--- src/rtl/sel_guard_pkg.sv ---
package sel_guard_pkg;
  localparam int SEL_W     = 6;
  localparam int EN_W      = 3;
  localparam int NUM_CODES = 4;
  localparam int NUM_SRC   = NUM_CODES - 1;

  // index k at bits k*SEL_W; last index selects the clearing word
  localparam logic [NUM_CODES*SEL_W-1:0] SEL_CODES =
    {6'b111000, 6'b100110, 6'b010101, 6'b001011};

  localparam logic [EN_W-1:0] EN_OFF = 3'b100;
  localparam logic [EN_W-1:0] EN_ON  = 3'b011;
  localparam logic [2*EN_W-1:0] EN_CODES = {EN_ON, EN_OFF};
endpackage

--- src/rtl/sg_keep_buf.sv ---
module sg_keep_buf #(
  parameter int W = 4
) (
  input  logic [W-1:0] in_i,
  output logic [W-1:0] out_o
);
  // separate boundary so the sparse code reaches the checker intact
  assign out_o = in_i;
endmodule

--- src/rtl/sg_code_chk.sv ---
module sg_code_chk #(
  parameter int W   = 6,
  parameter int NUM = 4,
  parameter logic [NUM*W-1:0] CODES = '0
) (
  input  logic [W-1:0]   code_i,
  output logic [NUM-1:0] hit_o,
  output logic           err_o
);
  for (genvar k = 0; k < NUM; k++) begin : g_hit
    assign hit_o[k] = (code_i == CODES[k*W +: W]);
  end
  assign err_o = ~|hit_o;
endmodule

--- src/rtl/sg_guard_mux.sv ---
module sg_guard_mux #(
  parameter int DATA_W  = 16,
  parameter int NUM_SRC = 3
) (
  input  logic [NUM_SRC:0]          hit_i,
  input  logic [NUM_SRC*DATA_W-1:0] src_i,
  input  logic [DATA_W-1:0]         clr_i,
  output logic [DATA_W-1:0]         out_o
);
  // clear code or no hit at all falls through to the clearing word
  always_comb begin
    out_o = clr_i;
    for (int k = 0; k < NUM_SRC; k++) begin
      if (hit_i[k]) out_o = src_i[k*DATA_W +: DATA_W];
    end
  end
endmodule

--- src/rtl/sg_fault_latch.sv ---
module sg_fault_latch #(
  parameter int N = 4
) (
  input  logic         clk_i,
  input  logic         rst_ni,
  input  logic [N-1:0] err_i,
  output logic         err_now_o,
  output logic         fault_o
);
  assign err_now_o = |err_i;

  always_ff @(posedge clk_i or negedge rst_ni) begin
    if (!rst_ni)        fault_o <= 1'b0;
    else if (err_now_o) fault_o <= 1'b1;
  end
endmodule

--- src/rtl/sel_guard.sv ---
module sel_guard
  import sel_guard_pkg::*;
#(
  parameter int NUM_SEL = 2,
  parameter int NUM_WE  = 3,
  parameter int DATA_W  = 16
) (
  input  logic                              clk_i,
  input  logic                              rst_ni,
  input  logic [NUM_SEL*SEL_W-1:0]          sel_i,
  input  logic [NUM_SEL*NUM_SRC*DATA_W-1:0] src_i,
  input  logic [NUM_SEL*DATA_W-1:0]         clr_i,
  input  logic [NUM_WE*EN_W-1:0]            we_i,
  input  logic                              out_valid_i,
  output logic [NUM_SEL*DATA_W-1:0]         mux_o,
  output logic [NUM_WE-1:0]                 we_o,
  output logic                              out_valid_o,
  output logic                              alert_o
);
  localparam int NUM_ERR = NUM_SEL + NUM_WE;

  logic [NUM_ERR-1:0] err_vec;
  logic               err_now;
  logic               fault_q;

  for (genvar s = 0; s < NUM_SEL; s++) begin : g_sel
    logic [SEL_W-1:0]     sel_buf;
    logic [NUM_CODES-1:0] hit;

    sg_keep_buf #(.W(SEL_W)) u_buf (
      .in_i (sel_i[s*SEL_W +: SEL_W]),
      .out_o(sel_buf)
    );
    sg_code_chk #(.W(SEL_W), .NUM(NUM_CODES), .CODES(SEL_CODES)) u_chk (
      .code_i(sel_buf),
      .hit_o (hit),
      .err_o (err_vec[s])
    );
    sg_guard_mux #(.DATA_W(DATA_W), .NUM_SRC(NUM_SRC)) u_mux (
      .hit_i(hit),
      .src_i(src_i[s*NUM_SRC*DATA_W +: NUM_SRC*DATA_W]),
      .clr_i(clr_i[s*DATA_W +: DATA_W]),
      .out_o(mux_o[s*DATA_W +: DATA_W])
    );
  end

  for (genvar i = 0; i < NUM_WE; i++) begin : g_we
    logic [EN_W-1:0] we_buf;
    logic [1:0]      hit;

    sg_keep_buf #(.W(EN_W)) u_buf (
      .in_i (we_i[i*EN_W +: EN_W]),
      .out_o(we_buf)
    );
    sg_code_chk #(.W(EN_W), .NUM(2), .CODES(EN_CODES)) u_chk (
      .code_i(we_buf),
      .hit_o (hit),
      .err_o (err_vec[NUM_SEL+i])
    );
    assign we_o[i] = hit[1] & ~hit[0];
  end

  sg_fault_latch #(.N(NUM_ERR)) u_fault (
    .clk_i    (clk_i),
    .rst_ni   (rst_ni),
    .err_i    (err_vec),
    .err_now_o(err_now),
    .fault_o  (fault_q)
  );

  // same-cycle block on a live error, sticky block after
  assign out_valid_o = out_valid_i & ~err_now & ~fault_q;
  assign alert_o     = fault_q;
endmodule

--- config.mk ---
export PLATFORM = sky130hd
export DESIGN_NAME = sel_guard
export DESIGN_NICKNAME = d
export VERILOG_FILES = /design/src/rtl/sel_guard_pkg.sv /design/src/rtl/sg_keep_buf.sv /design/src/rtl/sg_code_chk.sv /design/src/rtl/sg_guard_mux.sv /design/src/rtl/sg_fault_latch.sv /design/src/rtl/sel_guard.sv
export SDC_FILE = /design/constraint.sdc
export NUM_CORES = 1
export LEC_CHECK = 0
export BUFFER_PORTS_ARGS = -buffer_cell sky130_fd_sc_hd__buf_4
export CAP_MARGIN = 10
export CORE_AREA = 2 2 73 75
export CTS_BUF_LIST = sky130_fd_sc_hd__clkbuf_16
export DETAILED_ROUTE_END_ITERATION = 8
export DIE_AREA = 0 0 75 77
export GPL_TIMING_DRIVEN = 0
export PLACE_DENSITY = 0.78
export REMOVE_ABC_BUFFERS = 1
export SYNTH_ARGS = -nofsm -noshare
export SYNTH_HDL_FRONTEND = slang
export SYNTH_SLANG_ARGS = --single-unit
--- constraint.sdc ---
create_clock -name clk_i -period 3.75 [get_ports clk_i]
set_input_delay 0.5625 -clock clk_i [delete_from_list [all_inputs] [get_ports clk_i]]
set_output_delay 0.5625 -clock clk_i [all_outputs]
set_load 0.02 [all_outputs]
# --- Word-level counts from Yosys, hierarchy flattened ---
# Cells that the tools add are included.
classes:
  n_eq_ne: 14
  muxes: 6
  bitwise: 10
  n_reduce_logical: 11
op_table:
  columns: ["cell", "count"]
  rows:
  - ["16-bit two-way mux", 6]
  - ["6-bit equality test, second input constant", 4]
  - ["6-bit by 4-bit equality test with 1-bit output, second input constant", 2]
  - ["6-bit by 5-bit equality test with 1-bit output, second input constant", 2]
  - ["3-bit by 2-bit equality test with 1-bit output, second input constant", 3]
  - ["3-bit equality test, second input constant", 3]
  - ["4-bit OR reduction", 2]
  - ["2-bit OR reduction", 3]
  - ["1-bit bitwise AND", 5]
  - ["1-bit zero test", 5]
  - ["1-bit NOT", 5]
  - ["5-bit OR reduction", 1]
totals:
  regBits: 1
  in_bits: 152
  output_inout_bits: 37
  word_cells: 42

# --- Logic depth before layout (Yosys ltp) ---
# Gate-level depths: netlist of run 1.
depth:
  word_depth: 7
  ltp_mapped: 6
  ltp_nobuf: 4

# --- Modules after synthesis ---
# A second synthesis of run 1 with hierarchy kept.
hier_totals:
  cells_unflattened: 209
  area_unflattened_um2: 1732.9
by_module_without_submodules:
  columns: ["module", "n_inst", "cells_per_inst", "area_per_inst_um2", "seq_area_each_um2"]
  rows:
  - ["sg_guard_mux", 2, 72, 618.1, 0.0]
  - ["sg_code_chk at g_sel[0].u_chk ...", 2, 13, 91.3, 0.0]
  - ["sg_keep_buf at g_sel[0].u_buf ...", 2, 6, 45.0, 0.0]
  - ["sg_code_chk at g_we[0].u_chk ...", 3, 3, 25.0, 0.0]
  - ["sg_keep_buf at g_we[0].u_buf ...", 3, 3, 22.5, 0.0]
  - ["sg_fault_latch", 1, 5, 50.0, 25.0]
  - ["sel_guard", 1, 4, 31.3, 0.0]

# --- Worst setup path before layout of run 1 ---
# No wires, ideal clock.
synth_path:
  path_kind: "in2out"
  start: "input sel_i[10]"
  end: "output mux_o[16]"
  arrival_ns: 1.772
  required_time_ns: 3.188
  slack_ns: 1.415
  stages: 5
  n_path_buf: 2
  cell_sequence: "and4bb_1 -> and2_1 -> buf_2 -> buf_6 -> o31ai_1"
synth_via:
  elab_chain_cells: 4
  word_cells_on_any_way: 6
  cone_classes: "3 x eq/ne; 3 x mux"
synth_rtl:
  columns: ["element", "line_no", "source"]
  rows:
  - ["start, declared", "sel_guard.sv:10", "input logic [NUM_SEL*SEL_W-1:0] sel_i,"]
  - ["6-bit by 4-bit equality test with 1-bit output", "sg_code_chk.sv:11", "assign hit_o[k] = (code_i == CODES[k*W +: W]);"]
  - ["16-bit two-way mux (2 in a row)", "sg_guard_mux.sv:14", "if (hit_i[k]) out_o = src_i[k*DATA_W +: DATA_W];"]
  - ["16-bit two-way mux *", "sg_guard_mux.sv:14", null]
  - ["end, declared", "sel_guard.sv:15", "output logic [NUM_SEL*DATA_W-1:0] mux_o,"]
# Every way passes the cells marked *; elsewhere a longest branch is shown, timed or not.

# --- Final worst setup path of run 1 ---
layout_path:
  start: "input sel_i[2]"
  end: "output mux_o[3]"
# Same word-level chain as after synthesis.

==> results of run 1 <==
layout make-up:
class	count	area, µm²	share of cell area
Timing Repair Buffer	189	1439	0.4955
Multi-Input combinational cell	197	1353	0.4657
Tap cell	70	87.58	0.03016
Sequential cell	1	25.02	0.008617
power by group through the flow:
stage	clock network, mW	registers, mW	logic (mW)
2_1_floorplan	0	0.0110	0.0954
3_3_place_gp	0	0.0110	0.265
3_5_place_dp	0	0.0110	0.269
4_1_cts	0	0.0110	0.270
5_1_grt	0	0.0110	0.289
6_report	0	0.0110	0.269
per-layer routing:
layer / wire, µm / global-route usage
met5: 0 / 0
met4: 157 / 0.04107
met3: 817 / 0.05388
met2: 3482 / 0.4132
met1: 2401 / 0.2188
worst reg2reg max path, delay by kind of cell (launching register included):
kind	cells	cell delay [ps]
AO/OA/AOI/OAI	1	230
AND/OR/NAND/NOR	1	80
flip-flops	1	390
cell usage after synthesis, types with 3 or more instances:
cell type / n
clkbuf_1: 4
o21ai_0: 24
o31ai_1: 6
and3b_1: 3
nor2_1: 17
and4bb_1: 3
o31ai_2: 10
buf_2: 5
o21ai_1: 11
a211oi_1: 12
buf_6: 7
and3_1: 33
nand2_1: 37
and2_1: 3
a211oi_2: 20
final timing paths:
path | end | slack [ps]
setup / recovery | mux_o[3] | 980
hold / removal | u_fault.fault_o | 340
setup reg to reg | u_fault.fault_o | 2900
hold reg to reg | u_fault.fault_o | 530
max in group asynchronous | u_fault.fault_o | 3330
min in group clk_i | u_fault.fault_o | 530
metrics by stage:
stage / setup WS [ps] / util / total power [mW] / std cells
floorplan: 1225 / - / 0.1063 / 198
finish: 980.7 / 0.5835 / 0.2804 / 457
global placement: 765.6 / 0.5779 / 0.2761 / 456
global route: 810.4 / 0.5835 / 0.2997 / 457
CTS: 767.9 / 0.5779 / 0.2809 / 456
detailed placement: 758.4 / 0.5779 / 0.2803 / 456
kinds of logic (layout without fill, tap and decap cells):
kind of cell           count (synthesis)  after routing  share of synthesized area
AOI/OAI and AO/OA                     87             87                     0.4795
buffers and inverters                 19            189                    0.09901
DFF                                    1              1                    0.01636
and+or+nand+nor                      110            110                     0.4051
==> results by group, run 1 <==
Run status
  • Outcome: completed

Clock tree
  • Hold bufs inserted after CTS: 0
  • Worst skew pair latency: 0 ps
  • Post-CTS Setup Bufs: 0
  • Post-CTS Resized: 0
  • Clk slew on worst S/H paths: 0 ps

Logic synthesis
  • Post-synth EDFFs: 0
  • Dominant cell type by area after synthesis: a211oi_2
  • Post-synth cell types: 32
  • Average cell area after synthesis: 7.046 µm²
  • Post-synth top area share: 0.1637
  • Synth Flop Type: dfrtp_1
  • Async SR Flop Fraction: 1.000
  • Synthesized flop and latch total: 1
  • Post-synthesis cell area: 0.001529 mm²
  • Warnings from Yosys: 0
  • Largest cells by area after synthesis: a211oi_2 (16%), and3_1 (14%), nand2_1 (9.1%)
  • Post-synthesis sequential area ratio: 0.01637
  • Post-Syn Instances: 217

Critical path
  • Slowest Stage Delay on Critical Path: 500 ps
  • Startpoint types: input pin
  • RR Startpoint: u_fault.fault_o
  • WS Path Type: in2out
  • Worst Path Arrival: 2210 ps
  • Critical path required time: 3190 ps
  • Worst setup startpoint: sel_i[2]
  • R2R depth: 2
  • Critical path capture point type: output port
  • CP top delay family: simple AND/OR/NAND/NOR gates
  • Worst path most repeated cell: buf_4
  • Critical Path Slowest Stage Cell: and2b_1
  • Critical path peak fanout: 18
  • Crit path depth: 6
  • Bufs and invs on worst path: 2
  • CP cell instances: buf_4 -> and2b_1 -> nand2_2 -> a211oi_1 -> o21ai_0 -> buf_4

Drt
  • DRT antenna net count: 0
  • Via count: 2,368
  • DR pass1 iterations: 4
  • Starting DRT DRC Count: 60
  • Vias per inst: 5.182
  • Routed WL per cell: 15.01 µm
  • Total routed wirelength: 6.859 mm
  • Drc violations: 0

Pwr
  • Net Sw Frac: 0.3705
  • Peak VDD IR: 0.00007008 V
  • Pleak: 1.468 nW
  • Comb power frac: 0.961
  • Internal power: 0.1765 mW
  • Power density cells: 96.55 mW/mm²
  • Psw: 0.1039 mW
  • Clock share of power: 0
  • Flop pwr share: 0.039

Layout
  • Most common cell after layout, fill and taps aside: buf_4
  • Antenna diode count: 0
  • Biggest register: u_fault.fault_o
  • Biggest regs: u_fault.fault_o: 1 flops
  • Fillcell total: 484
  • Fraction of layout cells with a size suffix above 1: 0.5891
  • Final instance area: 0.002904 mm²
  • Layout Area Growth over Synthesis: 89.93%
  • # nets final: 541
  • Max FFs per register: 1
  • Commonest non-fill, non-tap cells in the layout: buf_4 (188), nand2_1 (37), and3_1 (33), o21ai_0 (24), a211oi_2 (20)

STA
  • Fin crit share: 0.7385
  • Fin. Hold Viols: 0
  • Headroom to the max-slew limit: 0.4829
  • Fmax: 0.3611 GHz
  • Hold Slack: 339.1 ps
  • Slew Limit Fails: 0
  • TNS Setup: 0 ps
  • Clock Skews: 0 ps
  • Worst Max-Slew Pin Slew: 775.7 ps
  • Endpoints failing setup: 0
  • RSZ-0062 raised after global routing: false
  • Final Critical Period: 2769 ps

Floorplan
  • Die area: 0.005775 mm²
  • Die Ht: 77 µm
  • Initial Utilization: 0.3072
  • Core Footprint: 0.004977 mm²
  • Die Wd: 75 µm
  • Row cnt: 26
  • I/O Pins: 189

Placed design
  • IO Port Bufs: 188
  • Final HPWL DP: 5.660 mm
  • RePlAce Congestion: 0.8164
  • Placed cell area: 0.002877 mm²

GRT
  • All-Layer GR Usage: 0.2123
  • Vias in the first global route: 2,280
  • Initial antenna violation count: 0
  • Pin count of the biggest net entering global routing: 33
  • Total gr overflow: 0
  • First-pass GRT wire length: 9.998 mm

Min path
  • HP Class: in2async

Job
  • Max-Cap Viols: 0
No activity file was read; power rests on OpenSTA's default activity.
==> run 2: changes to the inputs <==
- CORE_AREA: 2 2 73 75 -> not set
- CORE_MARGIN: not set -> 2
- CORE_UTILIZATION: not set -> 30
- DIE_AREA: 0 0 75 77 -> not set
- PLACE_DENSITY: 0.78 -> 0.79
- clock period: 3.75 -> 2.3 ns (I/O delays scaled with it)
==> results by group, run 2 (same netlist as run 1, synthesis figures left out) <==
Run status
  • Outcome: completed

STA
  • Fin crit share: 0.9218
  • TNS Setup: 0 ps (unchanged)
  • Final Critical Period: 2120 ps
  • Fmax: 0.4717 GHz
  • Clock Skews: 0 ps (unchanged)
  • Hold Slack: 121.4 ps (-217.7 ps)
  • Slew Limit Fails: 0 (unchanged)
  • Endpoints failing setup: 0 (unchanged)
  • Headroom to the max-slew limit: 0.5645 (+0.08164)
  • Worst Max-Slew Pin Slew: 653.2 ps (-122.5 ps)
  • RSZ-0062 raised after global routing: false
  • Fin. Hold Viols: 0 (unchanged)
  • Slack of the critical path: 179.8 ps (-800.9 ps)

Pwr
  • Internal power: 0.2877 mW (+63%)
  • Comb power frac: 0.961 (about the same)
  • Power density cells: 158.7 mW/mm² (+64%)
  • Peak VDD IR: 0.00008889 V (+27%)
  • Pleak: 1.481 nW (+0.89%)
  • Psw: 0.1711 mW (+65%)
  • Net Sw Frac: 0.3728 (+0.002322)
  • Flop pwr share: 0.039 (about the same)
  • Clock share of power: 0 (unchanged)

Critical path
  • Startpoint types: input pin
  • Flop2flop setup slack: 1480 ps (-1420 ps)
  • Critical path peak fanout: 16 (-2)
  • R2R depth: 2 (unchanged)
  • Critical path required time: 1960 ps (-1230 ps)
  • WS Path Type: in2out
  • RR Startpoint: u_fault.fault_o
  • Worst Path Arrival: 1780 ps (-430 ps)
  • Critical path capture point type: output port
  • RR Endpoint: u_fault.fault_o

Placed design
  • Placed cell count: 453 (-0.66%)
  • Final HPWL DP: 5.829 mm (+3.0%)
  • RePlAce Congestion: 0.7868 (-3.6%)
  • Dpl ws: -214.1 ps (-972.5 ps)
  • IO Port Bufs: 188 (unchanged)

Layout
  • # nets final: 540 (-0.18%)
  • Antenna diode count: 0 (unchanged)
  • Biggest regs: u_fault.fault_o: 1 flops
  • Most common cell after layout, fill and taps aside: buf_4
  • Utilization after layout: 0.6000 (+0.01654)
  • Max FFs per register: 1 (unchanged)
  • Layout Area Growth over Synthesis: 89.03%
  • Fillcell total: 485 (+0.21%)
  • Fraction of layout cells with a size suffix above 1: 0.5959 (+0.006708)
  • Biggest register: u_fault.fault_o
  • Finished Layout Cells: 453 (-0.88%)
  • Commonest non-fill, non-tap cells in the layout: buf_4 (188), nand2_1 (37), and3_1 (33), o21ai_0 (24), a211oi_2 (20)

Floorplan
  • Initial Utilization: 0.3174 (+0.01021)
  • Row cnt: 25 (-3.8%)
  • Core Footprint: 0.004817 mm² (-3.2%)
  • Die Ht: 75.39 µm (-2.1%)
  • Die area: 0.005684 mm² (-1.6%)
  • Die Wd: 75.39 µm (+0.52%)
  • I/O Pins: 189 (unchanged)

Drt
  • Routed WL per cell: 15.81 µm (+5.4%)
  • DR pass1 iterations: 4 (unchanged)
  • Vias per inst: 5.280 (+1.9%)
  • Starting DRT DRC Count: 64 (+6.7%)
  • Total routed wirelength: 7.164 mm (+4.4%)
  • Via count: 2,392 (+1.0%)
  • Drc violations: 0 (unchanged)
  • DRT antenna net count: 0 (unchanged)

GRT
  • Initial antenna violation count: 0 (unchanged)
  • First-pass GRT wire length: 10.06 mm (+0.62%)
  • Vias in the first global route: 2,195 (-3.7%)
  • Pin count of the biggest net entering global routing: 33 (unchanged)
  • Total gr overflow: 0 (unchanged)
  • All-Layer GR Usage: 0.2227 (+0.01048)

Clock tree
  • Worst skew pair latency: 0 ps (unchanged)
  • Clk slew on worst S/H paths: 0 ps (unchanged)
  • Post-CTS Setup Bufs: 0 (unchanged)

Job
  • Max-Cap Viols: 0 (unchanged)

Min path
  • HP Class: in2async
[run 2: worst max-delay path by stage]
stage	from	depth (start not counted)	slack [ps]	to
2_1_floorplan	sel_i[5]	4	210	mux_o[0]
3_3_place_gp	sel_i[10]	6	-230	mux_o[23]
3_5_place_dp	sel_i[10]	6	-210	mux_o[17]
4_1_cts	sel_i[2]	6	60	mux_o[2]
5_1_grt	sel_i[10]	6	70	mux_o[29]
6_report	sel_i[3]	6	180	mux_o[1]
[run 2: per-layer routing]
metal,wire [µm],global-route usage
met3,955,0.07275
met1,2376,0.2277
met5,0,0
met2,3622,0.4309
met4,210,0.05848
[run 2: layout make-up]
class	instances	area, µm²	share of cell area
well taps	67	83.83	0.02900
multi-input cells	197	1370	0.4740
repair buffers	188	1411	0.4883
flip-flops and latches	1	25.02	0.008658
[run 2: through the flow]
stage	area [µm²]	total power [mW]
global placement	2873	0.4504
floorplan	1378	0.1734
global route	2890	0.4885
CTS	2880	0.4585
detailed placement	2873	0.4567
finish	2890	0.4588
[run 2: what timing repair did]
item | CTS | global route
hold buffers | 0 | 0
setup endpoints to repair | 21 | 9
gates resized for setup | 3 | 3
[run 2: power groups by stage]
| stage | sequential, mW | clock [mW] | combinational [mW] |
|---|---|---|---|
| floorplan | 0.0179 | 0 | 0.155 |
| global placement | 0.0179 | 0 | 0.432 |
| detailed placement | 0.0179 | 0 | 0.439 |
| CTS | 0.0179 | 0 | 0.441 |
| global route | 0.0179 | 0 | 0.471 |
| finish | 0.0179 | 0 | 0.441 |
[run 2: critical path, cell delays in order]
cell and delay [ps]:
buf_4 110, nor2b_1 270, and2_2 500, a211oi_1 90, o21ai_0 260, buf_4 190
